$ cat config.mk
export PLATFORM = sky130hd
export DESIGN_NAME = serrx_irq_ctrl
export DESIGN_NICKNAME = d
export VERILOG_FILES = /design/src/rtl/serrx_pkg.sv /design/src/rtl/serrx_fifo.sv /design/src/rtl/serrx_sticky.sv /design/src/rtl/serrx_irq_ctrl.sv
export SDC_FILE = /design/constraint.sdc
export NUM_CORES = 1
export LEC_CHECK = 0
export BUFFER_PORTS_ARGS = -buffer_cell sky130_fd_sc_hd__clkbuf_2
export CAP_MARGIN = 15
export CELL_PAD_IN_SITES_DETAIL_PLACEMENT = 1
export CELL_PAD_IN_SITES_GLOBAL_PLACEMENT = 1
export CORE_MARGIN = 2
export CORE_UTILIZATION = 45
export DETAILED_ROUTE_END_ITERATION = 8
export HOLD_SLACK_MARGIN = 0.15
export PLACE_DENSITY_LB_ADDON = 0.1
export SLEW_MARGIN = 40
export SYNTH_ARGS = -nofsm -noshare
export SYNTH_HDL_FRONTEND = slang
export SYNTH_HIERARCHICAL = 1
export SYNTH_SLANG_ARGS = --single-unit
$ cat constraint.sdc
create_clock -name clk -period 7.5 [get_ports clk]
set_clock_uncertainty 0.05 [all_clocks]
set_input_delay 0.375 -clock clk [delete_from_list [all_inputs] [get_ports clk]]
set_output_delay 0.375 -clock clk [all_outputs]
set_load 0.02 [all_outputs]
$ cat src/rtl/serrx_pkg.sv
// Shared register indices and source bit positions for the receive
// interrupt controller. Assumes a 3-bit register index.
package serrx_pkg;
    localparam int ADDR_W = 3;
    localparam int NSRC   = 4;
    localparam int IDX_THR = 0;
    localparam int IDX_OVF = 1;
    localparam int IDX_UNF = 2;
    localparam int IDX_CON = 3;

    typedef enum logic [ADDR_W-1:0] {
        A_DATA    = 3'd0,
        A_THR     = 3'd1,
        A_MASK    = 3'd2,
        A_RAW     = 3'd3,
        A_MSTAT   = 3'd4,
        A_OVF_CLR = 3'd5,
        A_UNF_CLR = 3'd6,
        A_CON_CLR = 3'd7
    } reg_addr_e;
endpackage

$ cat src/rtl/serrx_fifo.sv
// Frame queue: circular buffer of DEPTH entries.
// Assumes pop is only raised when the queue is non-empty (gated by the
// caller). A push to a full queue is dropped unless a pop happens in the
// same cycle; the drop is reported on push_drop.
module serrx_fifo #(
    parameter int DATA_W = 16,
    parameter int DEPTH  = 8
) (
    input  logic                         clk,
    input  logic                         rst_n,
    input  logic                         push,
    input  logic [DATA_W-1:0]            push_data,
    input  logic                         pop,
    output logic [DATA_W-1:0]            head,
    output logic [$clog2(DEPTH+1)-1:0]   level,
    output logic                         empty,
    output logic                         full,
    output logic                         push_drop
);
    localparam int AW = (DEPTH > 1) ? $clog2(DEPTH) : 1;
    localparam int CW = $clog2(DEPTH+1);
    localparam logic [AW-1:0] LAST = AW'(DEPTH-1);

    logic [DATA_W-1:0] mem [DEPTH];
    logic [AW-1:0]     wr_ptr, rd_ptr;
    logic [CW-1:0]     cnt;
    logic              push_ok;

    assign empty     = (cnt == '0);
    assign full      = (cnt == CW'(DEPTH));
    assign push_ok   = push && (!full || pop);
    assign push_drop = push && full && !pop;
    assign head      = mem[rd_ptr];
    assign level     = cnt;

    // Store an accepted frame at the write pointer.
    always_ff @(posedge clk) begin
        if (push_ok) mem[wr_ptr] <= push_data;
    end

    // Advance pointers and fill count.
    always_ff @(posedge clk) begin
        if (!rst_n) begin
            wr_ptr <= '0;
            rd_ptr <= '0;
            cnt    <= '0;
        end else begin
            if (push_ok) wr_ptr <= (wr_ptr == LAST) ? '0 : wr_ptr + 1'b1;
            if (pop)     rd_ptr <= (rd_ptr == LAST) ? '0 : rd_ptr + 1'b1;
            case ({push_ok, pop})
                2'b10:   cnt <= cnt + 1'b1;
                2'b01:   cnt <= cnt - 1'b1;
                default: cnt <= cnt;
            endcase
        end
    end


    full_drop_chk: assert property (@(posedge clk) disable iff (!rst_n)
        (push && full && !pop) |=> $stable(level));
endmodule

$ cat src/rtl/serrx_sticky.sv
// One sticky status flag. Set has priority over clear in the same cycle.
module serrx_sticky (
    input  logic clk,
    input  logic rst_n,
    input  logic set,
    input  logic clr,
    output logic flag
);
    // Hold the flag until a clear without a concurrent set.
    always_ff @(posedge clk) begin
        if (!rst_n) flag <= 1'b0;
        else        flag <= set || (flag && !clr);
    end


    set_wins_chk: assert property (@(posedge clk) disable iff (!rst_n)
        set |=> flag);

    clr_drops_chk: assert property (@(posedge clk) disable iff (!rst_n)
        (clr && !set) |=> !flag);
endmodule

$ cat src/rtl/serrx_irq_ctrl.sv
// Receive queue with interrupt sources and a register bus.
// Assumes one bus access per cycle, read data used combinationally, and
// DEPTH >= 2. Read side effects land on the next rising edge.
module serrx_irq_ctrl
    import serrx_pkg::*;
#(
    parameter int DATA_W    = 16,
    parameter int DEPTH     = 8,
    parameter bit IS_MASTER = 1'b1
) (
    input  logic              clk,
    input  logic              rst_n,
    input  logic              push_valid,
    input  logic [DATA_W-1:0] push_data,
    input  logic              contend_evt,
    input  logic              bus_sel,
    input  logic              bus_wr,
    input  logic [2:0]        bus_addr,
    input  logic [31:0]       bus_wdata,
    output logic [31:0]       bus_rdata,
    output logic              irq
);
    localparam int TW = $clog2(DEPTH);
    localparam int CW = $clog2(DEPTH+1);
    localparam logic [TW-1:0] THR_MAX = TW'(DEPTH-1);

    reg_addr_e           addr;
    logic                rd, wr;
    logic                rd_data, pop_en, rd_empty, thr_we;
    logic [TW-1:0]       thr_q;
    logic [NSRC-1:0]     mask_q;
    logic [NSRC-1:0]     raw;
    logic [NSRC-1:0]     set_v, clr_v;
    logic [DATA_W-1:0]   head;
    logic [CW-1:0]       level;
    logic                empty, full, push_drop;

    assign addr     = reg_addr_e'(bus_addr);
    assign rd       = bus_sel && !bus_wr;
    assign wr       = bus_sel && bus_wr;
    assign rd_data  = rd && (addr == A_DATA);
    assign pop_en   = rd_data && !empty;
    assign rd_empty = rd_data && empty;
    assign thr_we   = wr && (addr == A_THR);

    serrx_fifo #(.DATA_W(DATA_W), .DEPTH(DEPTH)) i_fifo (
        .clk(clk), .rst_n(rst_n),
        .push(push_valid), .push_data(push_data), .pop(pop_en),
        .head(head), .level(level), .empty(empty), .full(full),
        .push_drop(push_drop)
    );

    // Programmable threshold (saturating) and source enables.
    always_ff @(posedge clk) begin
        if (!rst_n) begin
            thr_q  <= '0;
            mask_q <= '0;
        end else if (wr) begin
            if (addr == A_THR)
                thr_q <= (bus_wdata > 32'(DEPTH-1)) ? THR_MAX : bus_wdata[TW-1:0];
            if (addr == A_MASK)
                mask_q <= bus_wdata[NSRC-1:0];
        end
    end

    // Set and clear events for the sticky sources.
    always_comb begin
        set_v = '0;
        clr_v = '0;
        set_v[IDX_OVF] = push_drop;
        set_v[IDX_UNF] = rd_empty;
        set_v[IDX_CON] = contend_evt;
        clr_v[IDX_OVF] = rd && (addr == A_OVF_CLR);
        clr_v[IDX_UNF] = rd && (addr == A_UNF_CLR);
        clr_v[IDX_CON] = rd && (addr == A_CON_CLR);
    end

    // Threshold source follows the fill level.
    assign raw[IDX_THR] = (level > CW'(thr_q));

    // Sticky sources; contention only in master builds.
    for (genvar gi = 1; gi < NSRC; gi++) begin : g_sticky
        if (gi == IDX_CON && !IS_MASTER) begin : g_absent
            assign raw[gi] = 1'b0;
        end else begin : g_flag
            serrx_sticky i_flag (
                .clk(clk), .rst_n(rst_n),
                .set(set_v[gi]), .clr(clr_v[gi]), .flag(raw[gi])
            );
        end
    end

    // Combined interrupt line.
    assign irq = |(raw & mask_q);

    // Register read multiplexer.
    always_comb begin
        bus_rdata = '0;
        if (rd) begin
            case (addr)
                A_DATA:    bus_rdata = empty ? '0 : 32'(head);
                A_THR:     bus_rdata = 32'(thr_q);
                A_MASK:    bus_rdata = 32'(mask_q);
                A_RAW:     bus_rdata = 32'(raw);
                A_MSTAT:   bus_rdata = 32'(raw & mask_q);
                A_OVF_CLR: bus_rdata = 32'(raw[IDX_OVF]);
                A_UNF_CLR: bus_rdata = 32'(raw[IDX_UNF]);
                A_CON_CLR: bus_rdata = 32'(raw[IDX_CON]);
                default:   bus_rdata = '0;
            endcase
        end
    end


    empty_read_flags_chk: assert property (@(posedge clk) disable iff (!rst_n)
        rd_empty |=> raw[IDX_UNF]);

    thr_self_clear_chk: assert property (@(posedge clk) disable iff (!rst_n)
        $fell(raw[IDX_THR]) |-> ($past(pop_en) || $past(thr_we)));
endmodule

==> out/metrics.cfg, run 1 <==
[outcome]
status=finished, final reports clean

[placed_design]
pre_cts_slack_ps=4680
place_hpwl_mm=8.95
gp_congestion=0.731
numPortBuffers=73

[clock_tree]
clockRootBuffer=clkbuf_16
post_cts_buffers=0
htreeDepth=4
cts_hold_buf=5
numCtsBuffers=17
clock_latency_ps=420
clkTransAtPathRegs_ps=60
cts_resized=0
cts_buffer_depth=2
cts_num_sinks=151
cts_tree=done

[timing]
fin_crit_sh_pct=40.1
hold_violations=0
drv_slew=0
slew-limit-headroom_pct=61.8
worst_pin_slew_ps=574
totalNegativeSetupSlack_ps=0
rsz0062_at_grt=no
fin_ws_ps=4500
finalWorstPathRequiredPeriod_ps=3000
finalSetupViolCount=0
fmax_mhz=333

[critical_path]
end_kind=primary output
cp.arrival_ps=2580
startpoint_type=flip-flop
crit_type=reg2out
crit_fanout=32
required_ps=7070

[finish]
diodes=0
final_core_utilization_pct=54.2
layout-drive-gt1-share_pct=29.0
multiInputGateArea_um2=2260
area_growth_pct=17.3
nets=563
register_area_um2=4310
fill_cells=1377

[global_route]
grt_pass1_wl_mm=22.2
antenna_found_initial=0
grt_max_degree=33
gr-total-overflow=0
grt_pass1_vias=4043
grt_usage_pct=18.8

[power_and_ir_drop]
p_leak_uw=0.00282
ir_drop_v=0.000154
total_power_uw=1860
p_per_area_nw_per_um2=236

[detailed_routing]
ant_nets=0
drc_errors=0
viasPerCell=5.48
first_pass_iters=5
detailroute.via_count=3802
wire_per_inst_um=20.6
top_layer_used=met4
drt_iter0_drc=176
wirelength_mm=14.3
dr_wl_met2_mm=7.55
met1Wirelength_mm=5.95
wl_met3_um=554

[synthesis]
syn_area_um2=6710
synthCells=408
synth_area_per_cell_um2=16.5
ys_warn_count=6

[floorplan]
std_cell_rows=44
core_um2=14500
ios=90
die_w_um=126
dieArea_um2=15900
die_y_um=126
initial_utilization_pct=46.2

[run]
cap_violations=0

[hold_path]
hold_class=in2reg

registers in the layout (all words and copies together), names as in the netlist, named ones only:
| name | cells |
|---|---|
| g_sticky.g_flag.i_flag/flag | 3 |
| i_fifo/level | 4 |
| i_fifo/mem | 128 |
| i_fifo/rd_ptr | 3 |
| i_fifo/wr_ptr | 3 |
| mask_q | 4 |
| thr_q | 3 |
where the power goes:
part / leakage, uW / switching [uW] / internal (uW) / total [uW]
clock: 0.000264 / 323 / 486 / 809
sequential: 0.00135 / 10.4 / 931 / 942
combinational: 0.00121 / 61.3 / 43.6 / 105
total: 0.00282 / 394 / 1460 / 1860
cells in the final DEF (no fill, tap or decap), types with 4 or more instances in the layout:
cell           count
dfxtp_1           21
buf_4             10
and2_1            13
clkbuf_2          73
dlygate4sd3_1      5
clkbuf_16         17
mux2_2            16
mux2i_1            8
o311a_1            4
nor2b_1            6
nand2b_1          22
mux4_2             4
mux4_1            28
edfxtp_1         128
nor3_2             6
inv_1              5
o21ai_0           11
nor2_1            14
conb_1            16
o21a_1             4
a21boi_1           6
ha_1               8
nand2_1           20
stage by stage:
stage,cells,hold slack [ps],cell area (um^2)
detailed placement,658,446,7260
floorplan,423,411,6770
finish,694,179,7870
CTS,694,166,7870
global placement,658,431,7260
global route,694,190,7870
path summary, 6_finish.rpt:
path | startpoint | endpoint | slack [ps] | cells past startpoint
setup reg to reg | i_fifo/level[1] | i_fifo/mem[5][9] | 4720 | 8
hold / removal | push_data[6] | i_fifo/mem[5][6] | 180 | 1
setup / recovery | flip-flop | bus_rdata[0] | 4500 | 6
hold reg to reg | mask_q[0] | mask_q[0] | 460 | 2
critical path, stage by stage, from the launching register on:
cell and delay [ps]:
dfxtp_4 720, mux4_1 650, mux2_2 270, inv_1 50, o21ai_0 110, o311a_1 180
clkbuf_2 160
final cells by class:
| type | count | share of cell area [%] |
|---|---|---|
| tap | 184 | 2.92 |
| clock buffer | 19 | 5.50 |
| multi-input combinational | 234 | 28.7 |
| clock inverter | 12 | 1.65 |
| timing repair buffer | 88 | 6.23 |
| inverter | 6 | 0.286 |
| sequential | 151 | 54.7 |
routing by layer:
layer  vias up  global-route usage [%]
li1       1767                       -
met1      1908                    22.4
met2       105                    33.7
met3        22                    3.44
met4         0                    7.11
met5         -                       0
Power figures use the tool's default switching activity.
==> inputs of run 2 (changes only) <==
- CORE_UTILIZATION: 45 -> 44
- clock period: 7.5 -> 2.5 ns (I/O delays scaled with it)
==> run 2 against run 1 <==
Setup slack worse by 4400 ps. Flip-flop and latch count unchanged. Routed wire length up 5.3%. First-iteration DRC count up 4.5%. Die area up 2.2%. Highest routed layer unchanged.
==> out/metrics.cfg, run 2 (same netlist as run 1, synthesis figures left out) <==
[outcome]
status=finished, final reports clean

[detailed_routing]
wire_per_inst_um=20.6
detailroute.via_count=3936
drt_iter0_drc=184
ant_nets=0
drc_errors=0
first_pass_iters=4
wirelength_mm=15.1
viasPerCell=5.38

[finish]
diodes=0
area_growth_pct=24.5
largest_reg_flops=128
final_area_um2=8360
nets=596
final_common_cell=edfxtp_1
largest-register=i_fifo/mem
stdcell_count=731
mostFrequentLayoutCells=edfxtp_1, clkbuf_2, mux4_1, dlygate4sd3_1, nand2b_1
layout-drive-gt1-share_pct=32.4

[timing]
finalWorstPathRequiredPeriod_ps=2450
drv_slew=0
rsz0062_at_grt=yes
finalSetupViolCount=0
slew-limit-headroom_pct=57.3
fin_crit_sh_pct=98.1
worst_pin_slew_ps=639
hold_violations=0
hold-worst-slack_ps=191
fmax_mhz=408

[hold_path]
hold_class=in2reg

[floorplan]
die_y_um=128
ios=90
dieArea_um2=16300
std_cell_rows=45
die_w_um=128
core_um2=15000
initial_utilization_pct=44.7

[global_route]
grt_max_degree=28
grt_pass1_wl_mm=23.1
grt_usage_pct=19.4
grt_pass1_vias=4153
antenna_found_initial=0
gr-total-overflow=0

[clock_tree]
cts_num_sinks=151
cts_buffer_depth=2
clockRootBuffer=clkbuf_16
htreeDepth=4
clkTransAtPathRegs_ps=60
clock_latency_ps=420
cts_tree=done
post_cts_buffers=0
numCtsBuffers=17

[critical_path]
critPathSlowestCell=mux4_1
max_stage_delay_ps=590
cp.arrival_ps=2280
crit_chain=buf_12 -> mux4_1 -> mux2_2 -> and2_1 -> clkbuf_2
rr_endpoint=i_fifo/level[2]
rrSetupSlack_ps=160
startpoint_type=flip-flop
end_kind=primary output
crit_fanout=20
reg2regPathDepth=10
r2r_start=i_fifo/level[2]
required_ps=2330
crit_end=bus_rdata[6]
crit_type=reg2out

[placed_design]
placed_cells=676
placed_area_um2=7490
place_hpwl_mm=10.2
gp_congestion=0.782
numPortBuffers=73

[run]
cap_violations=0

[power_and_ir_drop]
p_leak_uw=0.00301
p_per_area_nw_per_um2=708
ir_drop_v=0.000575

## run 2: worst min path at each step
stage                      start                             end  slack [ps]  cells after the start
floorplan           push_data[0]                i_fifo/mem[0][0]         170                      0
global placement     contend_evt  g_sticky[3].g_flag.i_flag/flag         300                      2
detailed placement   contend_evt  g_sticky[3].g_flag.i_flag/flag         300                      2
CTS                   push_valid                 i_fifo/level[1]         180                      4
global route          push_valid                 i_fifo/level[1]         230                      4
finish                push_valid                 i_fifo/level[1]         190                      4
## run 2: routing by layer
metal	up-vias	part of all wire, %	global-route usage (%)
met5	-	0	0
met2	97	53	35.3
met4	0	1.5	7.24
met1	1986	42	22.6
met3	20	3.6	3.94
li1	1833	-	-
## run 2: cell type report
class / instances / area (um^2)
Clock buffer: 18 / 429
Clock inverter: 13 / 198
Inverter: 6 / 22.5
Tap cell: 188 / 235
Sequential cell: 151 / 4310
Multi-Input combinational cell: 234 / 2340
Fill cell: 1406 / 6670
Timing Repair Buffer: 121 / 828
## run 2: report_power, final
group / switching [uW] / internal (uW) / total [uW]
Combinational: 218 / 175 / 393
Clock: 1030 / 1680 / 2710
Sequential: 21.9 / 2790 / 2820
Total: 1270 / 4650 / 5920
## run 2: what timing repair did
item,4_1_cts,5_1_grt
gates cloned,0,0
endpoints found under the hold margin,136,0
hold buffers,24,0
endpoints found under the setup margin,14,9
gates resized for setup,3,3
## run 2: critical path: cells and delay by family (launching register included)
kind                   cells  cell delay, ps
buffers and inverters      2             370
DFF                        1             440
muxes                      2             870
and+or+nand+nor            1             150
## run 2: metrics by stage
| step | utilization [%] | worst slack [ps] | power (uW) | setup TNS (ps) |
|---|---|---|---|---|
| floorplan | - | -64.8 | 3080 | -3530 |
| global placement | 49.5 | 196 | 3210 | 0 |
| detailed placement | 49.8 | 182 | 3240 | 0 |
| CTS | 55.7 | 15.1 | 5970 | 0 |
| global route | 55.6 | -14.0 | 6090 | -54.0 |
| finish | 55.6 | 47.8 | 5920 | 0 |
==> inputs of run 3 (changes only) <==
- clock period: 2.5 -> 2 ns (I/O delays scaled with it)
==> run 3 against run 2 <==
The run now ends with setup timing left. Clock power up 10%. Sequential power up 25%. Worst hold slack better by 4.0 ps. Sequential share of layout area down 4.3 points. First-iteration DRC count up 6.5%. Combinational power up 63%.
==> out/metrics.cfg, run 3 (same netlist as run 1, synthesis figures left out) <==
[finish]
stdcell_count=772
diodes=0
largest-register=i_fifo/mem
largest_reg_flops=128
final_area_um2=9130
final_common_cell=edfxtp_1
layout-drive-gt1-share_pct=45.5
fill_cells=1387
area_growth_pct=35.9
nets=636
mostFrequentLayoutCells=edfxtp_1, clkbuf_2, mux4_2, buf_4, dlygate4sd3_1
multiInputGateArea_um2=2420
register_area_um2=4310

[placed_design]
placed_area_um2=7700
placed_cells=693
numPortBuffers=73
place_hpwl_mm=10.0
gp_congestion=0.782
pre_cts_slack_ps=-220

[critical_path]
rrSetupSlack_ps=-130
rr_endpoint=i_fifo/mem[4][2]
end_kind=primary output
startpoint_type=flip-flop
timing.critical_path.buf_inv=3
critical_path.top_delay_family=multiplexers
required_ps=1850
crit_type=reg2out
reg2regPathDepth=9
max_stage_delay_ps=520
r2r_start=i_fifo/level[2]
crit_fanout=6
crit_cells=6
crit_path_frequent_cell=buf_12
crit_chain=buf_12 -> buf_12 -> mux4_2 -> mux2_4 -> and2_4 -> buf_8
critPathSlowestCell=mux4_2
cp.arrival_ps=2160
crit_end=bus_rdata[12]

[floorplan]
die_w_um=128
die_y_um=128
core_um2=15000
dieArea_um2=16300
std_cell_rows=45
ios=90
initial_utilization_pct=44.7

[clock_tree]
clkTransAtPathRegs_ps=60
cts_buffer_depth=2
numCtsBuffers=17
cts_num_sinks=151
clock_latency_ps=430
clockRootBuffer=clkbuf_16
cts_tree=done
htreeDepth=4

[timing]
rsz0062_at_grt=yes
slew-limit-headroom_pct=61.5
drv_slew=0
finalSetupViolCount=128
fmax_mhz=433
hold-worst-slack_ps=195
finalWorstPathRequiredPeriod_ps=2310
fin_crit_sh_pct=116
fin_ws_ps=-312
worst_pin_slew_ps=577
hold_violations=0

[outcome]
violations=setup timing
status=complete, but fails checks

[global_route]
gr-total-overflow=0
grt_max_degree=28
grt_usage_pct=21.7
grt_pass1_vias=4590
grt_pass1_wl_mm=26.0
antenna_found_initial=0

[power_and_ir_drop]
swShare_pct=24.0
p_clk_share_pct=41.7
p_leak_uw=0.00331
ir_drop_v=0.000965
combinationalPowerShare_pct=9.0
p_per_area_nw_per_um2=783
p_int_uw=5430
p_sw_uw=1720
pwr-share-seq_pct=49.3

[detailed_routing]
ant_nets=0
wirelength_mm=16.9
wire_per_inst_um=21.9
drt_iter0_drc=196
viasPerCell=5.38
first_pass_iters=4
detailroute.via_count=4154
drc_errors=0

[run]
cap_violations=0

[hold_path]
hold_class=in2reg

## run 3: per-stage QoR
step | util (%) | power, uW | TNS (ps)
final | 60.7 | 7140 | -13120
after global routing | 60.7 | 7390 | -23130
after CTS | 60.0 | 7150 | -20280
after detailed placement | 51.2 | 4080 | -14860
after global placement | 50.8 | 4050 | -23470
after floorplan | - | 3860 | -49770
## run 3: how the worst min path moves through the flow
stage,from,end,slack (ps),depth (start not counted)
final,push_valid,i_fifo/level[0],190,5
after global routing,bus_wdata[16],thr_q[0],230,5
after CTS,push_valid,i_fifo/level[1],190,5
after detailed placement,contend_evt,g_sticky[3].g_flag.i_flag/flag,280,2
after global placement,contend_evt,g_sticky[3].g_flag.i_flag/flag,270,2
after floorplan,push_data[0],i_fifo/mem[0][0],150,0
## run 3: worst register-to-register path, cell delays in order, from the launching register on
cell      delay (ps)
dfxtp_2          340
or3_4            140
nor2_4            40
nor2_4           180
nand2b_4         180
buf_6            100
o21ai_4           70
buf_6            140
nor3_4           370
buf_6            240
## run 3: power by group through the flow
stage                     Clock, uW  Sequential [uW]  Combinational [uW]
after floorplan                   0             3590                 268
after global placement            0             3580                 467
after detailed placement          0             3580                 494
after CTS                      3010             3520                 625
after global routing           3170             3520                 694
final                          2980             3520                 642
## run 3: repair_timing
action / 4_1_cts / 5_1_grt
hold buffers: 27 / 0
pin swaps: 14 / 8
gates cloned: 6 / 0
hold endpoints to repair: 136 / 0
gates resized for setup: 109 / 31
endpoints found under the setup margin: 120 / 150
buffers inserted: 10 / 7
## run 3: cell type report
cell class | count | share of cell area [%]
Clock buffer | 17 | 4.66
Multi-Input combinational cell | 234 | 26.6
Sequential cell | 151 | 47.2
Tap cell | 188 | 2.58
Inverter | 6 | 0.247
Timing Repair Buffer | 161 | 17.4
Clock inverter | 15 | 1.33
## run 3: per-layer routing
layer  GRT usage (%)  part of all wire, %
met2            37.4                   52
met3            3.77                  3.7
met4            9.50                  2.1
met5               0                    0
met1            27.0                   42
